File: config.mk
export PLATFORM = sky130hd
export DESIGN_NAME = hybrid_urng
export DESIGN_NICKNAME = d
export VERILOG_FILES = /design/src/rtl/urng_pkg.sv /design/src/rtl/urng_lfsr.sv /design/src/rtl/urng_ca.sv /design/src/rtl/urng_mix.sv /design/src/rtl/hybrid_urng.sv
export SDC_FILE = /design/constraint.sdc
export NUM_CORES = 1
export LEC_CHECK = 0
export BUFFER_PORTS_ARGS = -buffer_cell sky130_fd_sc_hd__buf_4
export CORE_ASPECT_RATIO = 1.25
export CORE_UTILIZATION = 45
export DETAILED_ROUTE_END_ITERATION = 6
export GPL_TIMING_DRIVEN = 0
export HOLD_SLACK_MARGIN = 0.02
export PLACE_DENSITY = 0.78
export SETUP_SLACK_MARGIN = 0.15
export SLEW_MARGIN = 20
export SYNTH_ARGS = -nofsm -noshare
export SYNTH_HDL_FRONTEND = slang
export SYNTH_SLANG_ARGS = --single-unit
File: constraint.sdc
create_clock -name clk -period 2.4 [get_ports clk]
set_clock_uncertainty 0.2 [all_clocks]
set_input_delay 0.48 -clock clk [delete_from_list [all_inputs] [get_ports clk]]
set_output_delay 0.48 -clock clk [all_outputs]
set_load 0.05 [all_outputs]
File: src/rtl/urng_pkg.sv
// Package: shared defaults for the hybrid uniform random word generator.
// Assumes: the tap set below is a maximal-length polynomial for 43 bits.
package urng_pkg;
    localparam int unsigned URNG_LFSR_W = 43;
    localparam int unsigned URNG_CA_K   = 37;
    localparam int unsigned URNG_OUT_W  = 32;
    // feedback taps at bits 42, 41, 37, 36
    localparam logic [URNG_LFSR_W-1:0] URNG_TAPS     = 43'h630_0000_0000;
    // substitute for an all-zero shift register seed
    localparam logic [URNG_LFSR_W-1:0] URNG_ZERO_FIX = 43'h2B3_C4D5_E6F7;
endpackage

File: src/rtl/urng_lfsr.sv
// Module: Fibonacci shift register that moves toward the MSB and feeds the XOR
// of the tapped bits back into bit 0. Exposes the full state for checking and
// the low OUT_W bits of the next state for output mixing.
// Assumes: ZERO_FIX is nonzero; OUT_W <= W.
module urng_lfsr #(
    parameter int unsigned W     = 43,
    parameter int unsigned OUT_W = 32,
    parameter logic [W-1:0] TAPS     = '1,
    parameter logic [W-1:0] ZERO_FIX = 1
) (
    input  logic             clk,
    input  logic             rst_n,
    input  logic             load_i,
    input  logic             step_i,
    input  logic [W-1:0]     seed_i,
    output logic [W-1:0]     state_o,
    output logic [OUT_W-1:0] next_low_o
);
    logic [W-1:0] state_q;
    logic [W-1:0] state_nx;
    logic         fb;

    // feedback bit and shifted next state
    always_comb begin
        fb       = ^(state_q & TAPS);
        state_nx = {state_q[W-2:0], fb};
    end

    // state register: reset, seed load with zero substitution, or advance
    always_ff @(posedge clk) begin
        if (!rst_n) begin
            state_q <= ZERO_FIX;
        end else if (load_i) begin
            state_q <= (seed_i == '0) ? ZERO_FIX : seed_i;
        end else if (step_i) begin
            state_q <= state_nx;
        end
    end

    assign state_o    = state_q;
    assign next_low_o = state_nx[OUT_W-1:0];
endmodule

File: src/rtl/urng_ca.sv
// Module: ring of K binary cells. Every cell takes
// left XOR (self OR right) on the same edge, with wrap-around.
// Assumes: K >= 3; OUT_W <= K.
module urng_ca #(
    parameter int unsigned K     = 37,
    parameter int unsigned OUT_W = 32,
    parameter logic [K-1:0] INIT = 1
) (
    input  logic             clk,
    input  logic             rst_n,
    input  logic             load_i,
    input  logic             step_i,
    input  logic [K-1:0]     seed_i,
    output logic [K-1:0]     state_o,
    output logic [OUT_W-1:0] next_low_o
);
    logic [K-1:0] cell_q;
    logic [K-1:0] cell_nx;

    // per-cell neighbourhood rule
    for (genvar gi = 0; gi < K; gi++) begin : g_cell
        localparam int unsigned LEFT  = (gi + K - 1) % K;
        localparam int unsigned RIGHT = (gi + 1) % K;
        assign cell_nx[gi] = cell_q[LEFT] ^ (cell_q[gi] | cell_q[RIGHT]);
    end

    // ring register: reset, seed load, or synchronous advance
    always_ff @(posedge clk) begin
        if (!rst_n) begin
            cell_q <= INIT;
        end else if (load_i) begin
            cell_q <= seed_i;
        end else if (step_i) begin
            cell_q <= cell_nx;
        end
    end

    assign state_o    = cell_q;
    assign next_low_o = cell_nx[OUT_W-1:0];
endmodule

File: src/rtl/urng_mix.sv
// Module: output stage. Registers the XOR of the two next-state slices when an
// advance happens, and flags the word valid for exactly that cycle.
// Assumes: load has priority over step, as in the state registers.
module urng_mix #(
    parameter int unsigned OUT_W = 32
) (
    input  logic             clk,
    input  logic             rst_n,
    input  logic             load_i,
    input  logic             step_i,
    input  logic [OUT_W-1:0] lin_i,
    input  logic [OUT_W-1:0] ca_i,
    output logic [OUT_W-1:0] rnd_o,
    output logic             valid_o
);
    logic adv;

    // an advance happens only when enabled and not loading
    assign adv = step_i & ~load_i;

    // output word and valid flag registers
    always_ff @(posedge clk) begin
        if (!rst_n) begin
            rnd_o   <= '0;
            valid_o <= 1'b0;
        end else begin
            valid_o <= adv;
            if (adv) begin
                rnd_o <= lin_i ^ ca_i;
            end
        end
    end
endmodule

File: src/rtl/hybrid_urng.sv
// Module: top of the hybrid uniform random word generator. Ties the shift
// register, the cell ring and the output stage to a shared load and enable.
// Assumes: OUT_W does not exceed either register width.
module hybrid_urng
    import urng_pkg::*;
#(
    parameter int unsigned LFSR_W = URNG_LFSR_W,
    parameter int unsigned CA_K   = URNG_CA_K,
    parameter int unsigned OUT_W  = URNG_OUT_W,
    parameter logic [LFSR_W-1:0] LFSR_TAPS = URNG_TAPS,
    parameter logic [LFSR_W-1:0] ZERO_FIX  = URNG_ZERO_FIX,
    parameter logic [CA_K-1:0]   CA_INIT   = {{(CA_K-1){1'b0}}, 1'b1},
    localparam int unsigned SEED_W = LFSR_W + CA_K
) (
    input  logic              clk,
    input  logic              rst_n,
    input  logic              en_i,
    input  logic              load_i,
    input  logic [SEED_W-1:0] seed_i,
    output logic [OUT_W-1:0]  rnd_o,
    output logic              valid_o
);
    logic [LFSR_W-1:0] lfsr_state;
    logic [CA_K-1:0]   ca_state;
    logic [OUT_W-1:0]  lfsr_low;
    logic [OUT_W-1:0]  ca_low;

    urng_lfsr #(
        .W(LFSR_W), .OUT_W(OUT_W), .TAPS(LFSR_TAPS), .ZERO_FIX(ZERO_FIX)
    ) u_lfsr (
        .clk(clk), .rst_n(rst_n), .load_i(load_i), .step_i(en_i),
        .seed_i(seed_i[LFSR_W-1:0]), .state_o(lfsr_state), .next_low_o(lfsr_low)
    );

    urng_ca #(
        .K(CA_K), .OUT_W(OUT_W), .INIT(CA_INIT)
    ) u_ca (
        .clk(clk), .rst_n(rst_n), .load_i(load_i), .step_i(en_i),
        .seed_i(seed_i[SEED_W-1:LFSR_W]), .state_o(ca_state), .next_low_o(ca_low)
    );

    urng_mix #(
        .OUT_W(OUT_W)
    ) u_mix (
        .clk(clk), .rst_n(rst_n), .load_i(load_i), .step_i(en_i),
        .lin_i(lfsr_low), .ca_i(ca_low), .rnd_o(rnd_o), .valid_o(valid_o)
    );
endmodule

Word level (Yosys, flattened, before mapping) --
Cells that the tools add are included.
Storage, ports and cells: bits in registers 113, input bits 84, output and inout bits 33, word-level logic and storage cells 89
Operators by class: multiplexer cells 5, bitwise gates (word level) 77, reductions and logical operators 3
Operators by type and width (number):
- $mux 43 | 3
- $mux 37 | 2
- $logic_not 43->1 | 1
- $reduce_xor 43->1 | 1
- $or 1x1->1 | 37
- $xor 1x1->1 | 37
- $xor 32x32->32 | 1
- $reduce_bool 2->1 | 1
- $and 1x1->1 | 1
- $not 1->1 | 1

Depth between registers and ports, before layout --
Gate-level depths: netlist of run 1.
depth after elaboration 4, gate-level depth with buffers 7, mapped depth without buffers 4

Modules after synthesis --
From an unflattened synthesis of run 1, not the netlist that was laid out.
Unflattened totals: cell total of the unflattened synthesis 650, area total of the unflattened synthesis 6007.0 um2
Modules (own cells, without submodules):
- urng_lfsr | times used 1, cells each 230, area each 2364.8 um2, sequential area each 860.8 um2
- urng_ca | times used 1, cells each 279, area each 2108.3 um2, sequential area each 740.7 um2
- urng_mix | times used 1, cells each 141, area each 1534.0 um2, sequential area each 660.6 um2

Least setup slack after synthesis of run 1 --
OpenSTA, ideal clock, no wires.
kind input -> register, from in seed_i[4], to reg u_lfsr.state_q[23] (netlist: u_lfsr.state_o[23]), library setup time 66 ps, arrival time 1648 ps, data required time 2134 ps, path slack 486 ps, stages 5, buffers on the path 1, cells stage by stage nor4_1 > nand4_1 > o311ai_4 > buf_6 > a2bb2oi_2
Between the ends: word-level cells in the longest chain between the ends 3
RTL lines:
- start, declared | line hybrid_urng.sv:19 | input logic [SEED_W-1:0] seed_i,
- $logic_not 43->1 | line urng_lfsr.sv:34 | state_q <= (seed_i == '0) ? ZERO_FIX : seed_i;
- $mux 43 | line urng_lfsr.sv:34
- $mux 43 | line urng_lfsr.sv:33 | end else if (load_i) begin
- end signal, assigned | line urng_lfsr.sv:34
- end signal, assigned | line urng_lfsr.sv:36 | state_q <= state_nx;
- end, declared | line urng_lfsr.sv:19 | logic [W-1:0] state_q;
Every way passes these cells. A chain may end at the register's enable or synchronous reset.

Worst setup path in the final report of run 1 --
from in seed_i[4], to reg u_lfsr.state_q[7] (netlist: u_lfsr.state_o[7])
The elaborated chain is that of the path after synthesis.

==> results.tsv, run 1 <==
metric	value	unit
irDropWorstVdd	0.454	mV
min_from	seed_i[26]	
synth_area_leaders	dfxtp_1, nor2b_1, mux2i_1	
rows	46	
dr.pass1.iters	5	
grt_max_degree	17	
post-cts-setup-buffer-count	0	
initial_utilization	0.461	
via_per_inst	5.56	
clockBufferDepth	2	
max-slew-margin-rel	0.570	
clk_latency	0.42	ns
period_share	0.867	
grt_use_total	0.248	
slowest_delay	0.55	ns
hold_violations	0	
period_needed	2.08	ns
worstSetupStartpoint	seed_i[4]	
seq_power_share	0.389	
ys_ff_latch	113	
hold_path_class	input pin to flop	
multiInputGateArea	0.00329	mm^2
worstPathArrival	2.22	ns
crit_chain	buf_4 > nor4_1 > nand4_1 > o311ai_4 > buf_6 > a2bb2oi_1	
place_congestion	0.824	
synth_top_area_frac	0.386	
fin_cells	1007	
numClockSinks	113	
avgSynthCellArea	8.47	um^2
p_int	3.90	mW
tritoncts	yes	
die_h	130	um
crit_required	2.54	ns
netlist_instances	693	
switching_share	0.297	
dp_hpwl	11900	um
setup_viol	0	
yosysUniqueCellTypes	29	
use_met2	0.425	
syn_area	0.00587	mm^2
top_usage_layer	met2	
worst_pin_slew	0.645	ns
fmax	0.481	GHz
status	complete, no violations	
grt_pass1_wl	26100	um
numCtsBuffers	17	
yosysTopAreaCell	dfxtp_1	
clockPowerShare	0.405	
vias	5595	
port_buffers	115	
postCtsHoldBufs	0	
final_util	0.588	
die_x	104	um
cp-end-kind	flop	
synth-seq-area-share	0.386	
powerDensity	743	mW/mm^2
combinationalPowerShare	0.206	
p_total	5.56	mW
area_growth	27.4	%
max_cap_viol_count	0	
critPathLaunchType	input pin	
p_sw	1.65	mW
r2r_start	u_ca.state_o[36]	
grt_overflow	0	
nNetsFinal	911	
crit_fanout	10	
seqCellArea	0.00226	mm^2
path_class	input pin to flop	
cts_resized	0	
critPathTopFamily	compound AO/OA/AOI/OAI gates	
antenna_found_initial	0	
grt_pass1_vias	5358	
drt-total-wl	16300	um
met1_usage	0.298	
post_drt_wl_per_cell	16.2	um
cts_max_level	4	
slew_violations	0	
root_buffer	clkbuf_16	
grt_setup_unrepaired	false	
synth_nets	777	
die_area	0.0135	mm^2
path_buf_inv	2	
finish.instance_area	0.00747	mm^2
drtIter0Drc	226	
grtUsageMet3	0.0463	
route.detailed.drc	0	
leakagePower	3.12	nW
ios	117	
antenna_cells	0	
ant_nets	0	
postPlaceCellArea	0.00694	mm^2
fillCellCount	1173	
clkTransAtPathRegs	0.06	ns
final_layout_size_suffix_gt1_frac	0.209	
dp.cells	976	
cp_slowest_cell	o311ai_4	
core	0.0127	mm^2
yosysWarnings	0	
==> power groups by stage <==
stage                     Combinational [mW]  Sequential [mW]  Clock (mW)
after floorplan                        0.656             2.31           0
after global placement                  1.12             2.19           0
after detailed placement                1.13             2.20           0
after CTS                               1.14             2.16        2.27
after global routing                    1.24             2.18        2.35
final                                   1.14             2.16        2.25
==> state kept, by name, indices dropped and copies added, names as in the netlist <==
signal,cells
u_mix.rnd_o,32
u_ca.state_o,37
u_mix.valid_o,1
u_lfsr.state_o,43
==> cells by family after synthesis <==
group,Yosys count,share of synthesized area
simple gates,265,0.236
compound gates,174,0.216
flops,113,0.386
buf+inv,76,0.0533
mux,48,0.0829
xor+xnor,17,0.0254
==> worst register-to-register path: stages, from the launching register on <==
cell      delay [ns]
dfxtp_1         0.42
mux2_2          0.36
a221oi_1        0.35
a21oi_1         0.07
nor2_1          0.09
==> final timing paths <==
kind,end,cells past startpoint,slack [ns]
worst max-delay path,u_lfsr.state_o[7],6,0.32
worst min-delay path,u_lfsr.state_o[26],2,0.09
worst max register to register,u_ca.state_o[36],4,0.85
worst min register to register,u_mix.rnd_o[18],2,0.30
==> cell usage in the layout (no fill, tap or decap), types with 3 or more instances in the layout <==
cell type / instances
mux2i_1: 43
buf_2: 10
buf_4: 115
clkbuf_16: 17
a2bb2oi_1: 15
nand3_1: 26
clkinvlp_4: 4
mux2_2: 5
a221oi_1: 5
nor2b_1: 90
a2bb2oi_2: 11
or3_1: 25
nor4_1: 10
clkbuf_8: 3
buf_1: 8
nor3_1: 32
inv_1: 31
xnor2_1: 15
o21ai_0: 30
clkbuf_1: 25
dfxtp_1: 113
a311oi_1: 25
clkinv_2: 7
nor2_1: 78
a21oi_1: 47
a211oi_1: 38
==> synth_stat cells <==
library cell  count
clkbuf_1         25
or3_1            25
and2_1            1
nand4_1           2
o21ai_0          30
inv_1            31
a311oi_1         25
a21oi_1          47
buf_1             8
nand2_1           1
a2bb2oi_2        11
mux2_2            5
nor4_1           10
nor2b_1          90
a211oi_1         38
o311ai_4          1
dfxtp_1         113
buf_6             2
a221oi_1          5
nor3_1           32
o2bb2ai_1         1
xnor2_1          15
mux2i_1          43
nand3_1          26
o21ai_1           1
xor2_1            2
a2bb2oi_1        15
buf_2            10
nor2_1           78
==> metal layers <==
metal	wire length, um	vias up	part of all wire
met5	0	-	0
met4	563	0	0.034
met3	929	41	0.057
met2	7780	205	0.48
met1	7050	2582	0.43
li1	-	2767	-
==> through the flow <==
step                setup slack (ns)  TNS [ns]  hold WS, ns
detailed placement           -0.0579    -0.631        0.292
global placement             -0.0425    -0.649        0.289
CTS                            0.317         0       0.0887
global route                   0.236         0       0.0962
floorplan                      0.486         0        0.303
finish                         0.319         0       0.0913
==> area by class of cell <==
| cell class | instances | area share |
|---|---|---|
| Sequential cell | 113 | 0.303 |
| Buffer | 45 | 0.0263 |
| Inverter | 31 | 0.0156 |
| Tap cell | 168 | 0.0281 |
| Multi-Input combinational cell | 504 | 0.441 |
| Timing Repair Buffer | 115 | 0.116 |
| Clock buffer | 20 | 0.0624 |
| Clock inverter | 11 | 0.00871 |
No activity file was read; power rests on OpenSTA's default activity.
==> run 2: changes to the inputs <==
--- a/config.mk
+++ b/config.mk
@@ -6,7 +6,7 @@
 export NUM_CORES = 1
 export LEC_CHECK = 0
 export BUFFER_PORTS_ARGS = -buffer_cell sky130_fd_sc_hd__buf_4
-export CORE_ASPECT_RATIO = 1.25
+export CORE_ASPECT_RATIO = 0.8
 export CORE_UTILIZATION = 45
 export DETAILED_ROUTE_END_ITERATION = 6
 export GPL_TIMING_DRIVEN = 0
==> results.tsv, run 2 (synthesis gave the netlist of run 1 again) <==
metric	value	unit	change
status	complete, no violations		
area_growth	29.4	%	
dr.pass1.iters	5		unchanged
ios	117		unchanged
worstPathArrival	2.22	ns	about the same
powerDensity	801	mW/mm^2	+7.7%
antenna_found_initial	1		+1
clkTransAtPathRegs	0.06	ns	about the same
port_buffers	115		unchanged
numClockSinks	113		unchanged
rows	36		-22%
dp_hpwl	11700	um	-1.2%
critPathLaunchType	input pin		
hold_violations	0		unchanged
period_needed	2.08	ns	-0.00481 ns
drt-total-wl	16400	um	+0.16%
ant_nets	0		unchanged
die_area	0.0135	mm^2	about the same
drtIter0Drc	447		+98%
final_layout_size_suffix_gt1_frac	0.206		-0.00238
r2r_slack	0.80	ns	-0.05 ns
r2r_start	u_ca.state_o[18]		
holdPathEnd	u_lfsr.state_o[31]		
setup_viol	0		unchanged
final_util	0.611		+0.0231
clk_latency	0.42	ns	about the same
grt_max_degree	17		unchanged
die_x	130	um	+25%
leakagePower	3.18	nW	+1.9%
clockBufferDepth	2		unchanged
max-slew-margin-rel	0.566		-0.00374
max_cap_viol_count	0		unchanged
core	0.0124	mm^2	-2.3%
min_from	seed_i[31]		
tritoncts	yes		
hold_depth	2		unchanged
cp-end-kind	flop		
final_cell_mix	buf_4, dfxtp_1, nor2b_1		
final_common_cell	buf_4		
postCtsHoldBufs	0		unchanged
fmax	0.482	GHz	+0.23%
irDropWorstVdd	0.545	mV	+20%
via_per_inst	5.55		about the same
cts_resized	0		unchanged
cp_slowest_cell	o311ai_4		
grt_use_total	0.260		+0.0119
numCtsBuffers	17		unchanged
grt_pass1_wl	27100	um	+3.7%
post_drt_wl_per_cell	16.2	um	-0.24%
slew_violations	0		unchanged
grt_setup_unrepaired	false		
path_class	input pin to flop		
finalSetupTns	0	ns	unchanged
initial_utilization	0.472		+0.0107
grt_overflow	0		unchanged
place_congestion	0.811		-1.6%
slowest_delay	0.55	ns	about the same
die_h	104	um	-20%
nNetsFinal	911		unchanged
p_total	6.08	mW	+9.4%
root_buffer	clkbuf_16		
period_share	0.865		-0.00200
hold_path_class	input pin to flop		
largest_reg_flops	43		unchanged
reg2regPathDepth	3		-1
crit_required	2.55	ns	about the same
r2r-end	u_ca.state_o[19]		
vias	5616		+0.38%
route.detailed.drc	0		unchanged
crit_chain	buf_4 > nor4_1 > nand4_1 > o311ai_4 > buf_6 > a2bb2oi_2		
crit_fanout	10		unchanged
worst_pin_slew	0.651	ns	+0.00561 ns
grt_pass1_vias	5364		+0.11%
post-cts-setup-buffer-count	0		unchanged
cts_max_level	4		unchanged
[run 2: cell types whose count changed in the layout (fill, tap and decap cells not counted)]
cell / before / now
clkinv_2: 7 / 3
diode_2: 0 / 1
clkbuf_1: 25 / 27
clkbuf_8: 3 / 2
clkinv_4: 0 / 2
bufinv_16: 0 / 5
clkinvlp_4: 4 / 0
[run 2: final cells by class]
cell class / count / area (um^2)
Inverter: 31 / 116
Fill cell: 1123 / 4840
Buffer: 45 / 196
Multi-Input combinational cell: 504 / 3290
Clock inverter: 10 / 183
Tap cell: 171 / 214
Timing Repair Buffer: 115 / 863
Sequential cell: 113 / 2260
Clock buffer: 21 / 460
Antenna cell: 1 / 2.50
[run 2: worst max-delay path by stage]
stage	startpoint	endpoint	slack, ns	depth (start not counted)
floorplan	seed_i[4]	u_lfsr.state_o[23]	0.49	5
global placement	seed_i[4]	u_lfsr.state_o[18]	-0.06	6
detailed placement	seed_i[4]	u_lfsr.state_o[23]	-0.07	6
CTS	seed_i[4]	u_lfsr.state_o[23]	0.34	6
global route	seed_i[4]	u_lfsr.state_o[20]	0.24	6
finish	seed_i[4]	u_lfsr.state_o[23]	0.32	6
[run 2: critical path, delay by kind of cell]
family,cells,cell delay (ns)
AO/OA/AOI/OAI,2,0.70
AND/OR/NAND/NOR,2,0.68
buffers and inverters,2,0.36
[run 2: metal layers]
metal	vias to the layer above	GRT usage	share of wire	routed length, um
li1	2772	-	-	-
met1	2611	0.361	0.47	7670
met2	199	0.386	0.44	7220
met3	34	0.0540	0.063	1020
met4	0	0.108	0.026	433
met5	-	0	0	0
[run 2: stage by stage]
| step | setup WS [ns] | std cells | hold WS, ns | instance area (um^2) |
|---|---|---|---|---|
| 6_report | 0.324 | 1011 | 0.0977 | 7590 |
| 3_5_place_dp | -0.0701 | 979 | 0.274 | 6950 |
| 2_1_floorplan | 0.486 | 693 | 0.303 | 5870 |
| 5_1_grt | 0.238 | 1011 | 0.0879 | 7590 |
| 3_3_place_gp | -0.0604 | 979 | 0.263 | 6950 |
| 4_1_cts | 0.341 | 1010 | 0.0921 | 7590 |
[run 2: power by group]
| part | total [mW] | internal [mW] | switching [mW] |
|---|---|---|---|
| Sequential | 2.16 | 2.03 | 0.134 |
| Combinational | 1.15 | 0.503 | 0.652 |
| Clock | 2.76 | 1.89 | 0.876 |
==> run 3: changes to the inputs <==
--- a/config.mk
+++ b/config.mk
@@ -10,10 +10,11 @@
 export CORE_UTILIZATION = 45
 export DETAILED_ROUTE_END_ITERATION = 6
 export GPL_TIMING_DRIVEN = 0
-export HOLD_SLACK_MARGIN = 0.02
 export PLACE_DENSITY = 0.78
+export RECOVER_POWER = 50
 export SETUP_SLACK_MARGIN = 0.15
 export SLEW_MARGIN = 20
 export SYNTH_ARGS = -nofsm -noshare
 export SYNTH_HDL_FRONTEND = slang
+export SYNTH_HIERARCHICAL = 1
 export SYNTH_SLANG_ARGS = --single-unit
==> results.tsv, run 3 <==
metric	value	unit	change
irDropWorstVdd	0.637	mV	+17%
antenna_cells	0		-1
final_cell_mix	buf_4, dfxtp_1, o21ai_0		
initial_utilization	0.468		-0.00416
hold_path_class	input pin to flop		
die_x	129	um	-0.79%
crit_required	2.53	ns	-0.02 ns
netlist_instances	619		-11%
numClockSinks	113		unchanged
postCtsHoldBufs	0		unchanged
crit_fanout	10		unchanged
die_h	103	um	-0.79%
ant_nets	0		unchanged
route.detailed.drc	0		unchanged
final_layout_size_suffix_gt1_frac	0.274		+0.0676
switching_share	0.290		+0.0164
slew_violations	0		unchanged
grt_overflow	0		unchanged
vias	5041		-10%
area_growth	27.0	%	
leakagePower	3.28	nW	+3.2%
critPathLaunchType	input pin		
p_int	4.13	mW	-6.5%
antenna_found_initial	0		-1
cp-end-kind	flop		
port_buffers	116		+0.87%
drtIter0Drc	510		+14%
via_per_inst	5.37		-3.3%
powerDensity	793	mW/mm^2	-0.94%
post-cts-setup-buffer-count	0		unchanged
cts_max_level	4		unchanged
cp_slowest_cell	o311ai_4		
dp.cells	906		-7.5%
nNetsFinal	838		-8.0%
synth_nets	703		-9.5%
path_buf_inv	2		unchanged
dr.pass1.iters	4		-1
hold_violations	0		unchanged
core	0.0123	mm^2	-0.72%
clockPowerShare	0.408		-0.046
root_buffer	clkbuf_16		
rows	36		unchanged
drt-total-wl	15700	um	-4.0%
slowest_delay	0.56	ns	about the same
fin_hold_ws	0.110	ns	+0.0122 ns
period_needed	2.18	ns	+0.104 ns
grt_pass1_vias	4831		-9.9%
tritoncts	yes		
max-slew-margin-rel	0.521		-0.0446
die_area	0.0133	mm^2	-1.6%
largest_reg_flops	43		unchanged
crit_chain	buf_4 > nor4_1 > nand4_1 > o311ai_4 > buf_6 > a2bb2oi_2		
clockBufferDepth	2		unchanged
grt_max_degree	17		unchanged
p_total	5.82	mW	-4.3%
numCtsBuffers	17		unchanged
max_cap_viol_count	0		unchanged
avgSynthCellArea	9.33	um^2	+10%
status	complete, no violations		
path_class	input pin to flop		
period_share	0.908		+0.0432
fin_cells	938		-7.2%
yosysWarnings	6		+6
clkTransAtPathRegs	0.05	ns	about the same
combinationalPowerShare	0.215		+0.025
fmax	0.459	GHz	-4.8%
place_congestion	0.904		+11%
worstPathArrival	2.31	ns	+0.09 ns
setup_viol	0		unchanged
grt_use_total	0.245		-0.0146
critPathTopFamily	simple AND/OR/NAND/NOR gates		
syn_area	0.00577	mm^2	-1.6%
post_drt_wl_per_cell	16.7	um	+3.5%
grt_pass1_wl	24500	um	-9.6%
dp_hpwl	11700	um	-0.33%
clk_latency	0.41	ns	about the same
ios	117		unchanged
seq_power_share	0.377		+0.021
p_sw	1.69	mW	+1.5%
grt_setup_unrepaired	false		
cts_resized	0		unchanged
worst_pin_slew	0.718	ns	+0.0669 ns
finalSetupTns	0	ns	unchanged
-- run 3: metrics by stage --
stage                     utilization  instance area, um^2  setup WS [ns]
final                           0.594                 7330          0.220
after global routing            0.594                 7330          0.185
after CTS                       0.601                 7420          0.304
after detailed placement        0.556                 6860         -0.108
after global placement          0.556                 6860        -0.0377
after floorplan                     -                 5770          0.486
-- run 3: worst paths after layout --
check | start | slack, ns | depth (start not counted) | endpoint
setup / recovery | seed_i[7] | 0.22 | 6 | u_lfsr/state_o[7]
hold / removal | seed_i[32] | 0.11 | 2 | u_lfsr/state_o[32]
setup reg to reg | u_lfsr/state_o[41] | 0.92 | 5 | u_mix/rnd_o[0]
hold reg to reg | u_lfsr/state_o[32] | 0.34 | 2 | u_lfsr/state_o[32]
-- run 3: final cells by class --
cell class,count,area (um^2)
fillers,1107,5010
multi-input cells,425,3070
flip-flops and latches,113,2260
repair buffers,116,856
clock buffers,27,513
plain buffers,46,241
well taps,171,214
inverters,35,131
clock inverters,5,50.0
-- run 3: routing by layer --
layer	GRT usage	vias up	wire, um	share of wire
met5	0	-	0	0
met4	0.100	0	297	0.019
met3	0.0525	22	1040	0.066
met2	0.394	214	7000	0.45
met1	0.322	2353	7370	0.47
li1	-	2452	-	-
-- run 3: power by group through the flow --
stage	Sequential [mW]	Clock [mW]	Combinational (mW)
after floorplan	2.35	0	0.747
after detailed placement	2.23	0	1.26
after global routing	2.21	2.51	1.34
after global placement	2.22	0	1.23
final	2.19	2.38	1.25
after CTS	2.19	2.41	1.27
-- run 3: worst register-to-register path: stages (launching register included) --
cell and delay, ns:
dfxtp_1 0.34, xor2_1 0.18, xnor2_1 0.30, buf_4 0.17, xnor2_1 0.10, a21oi_1 0.08
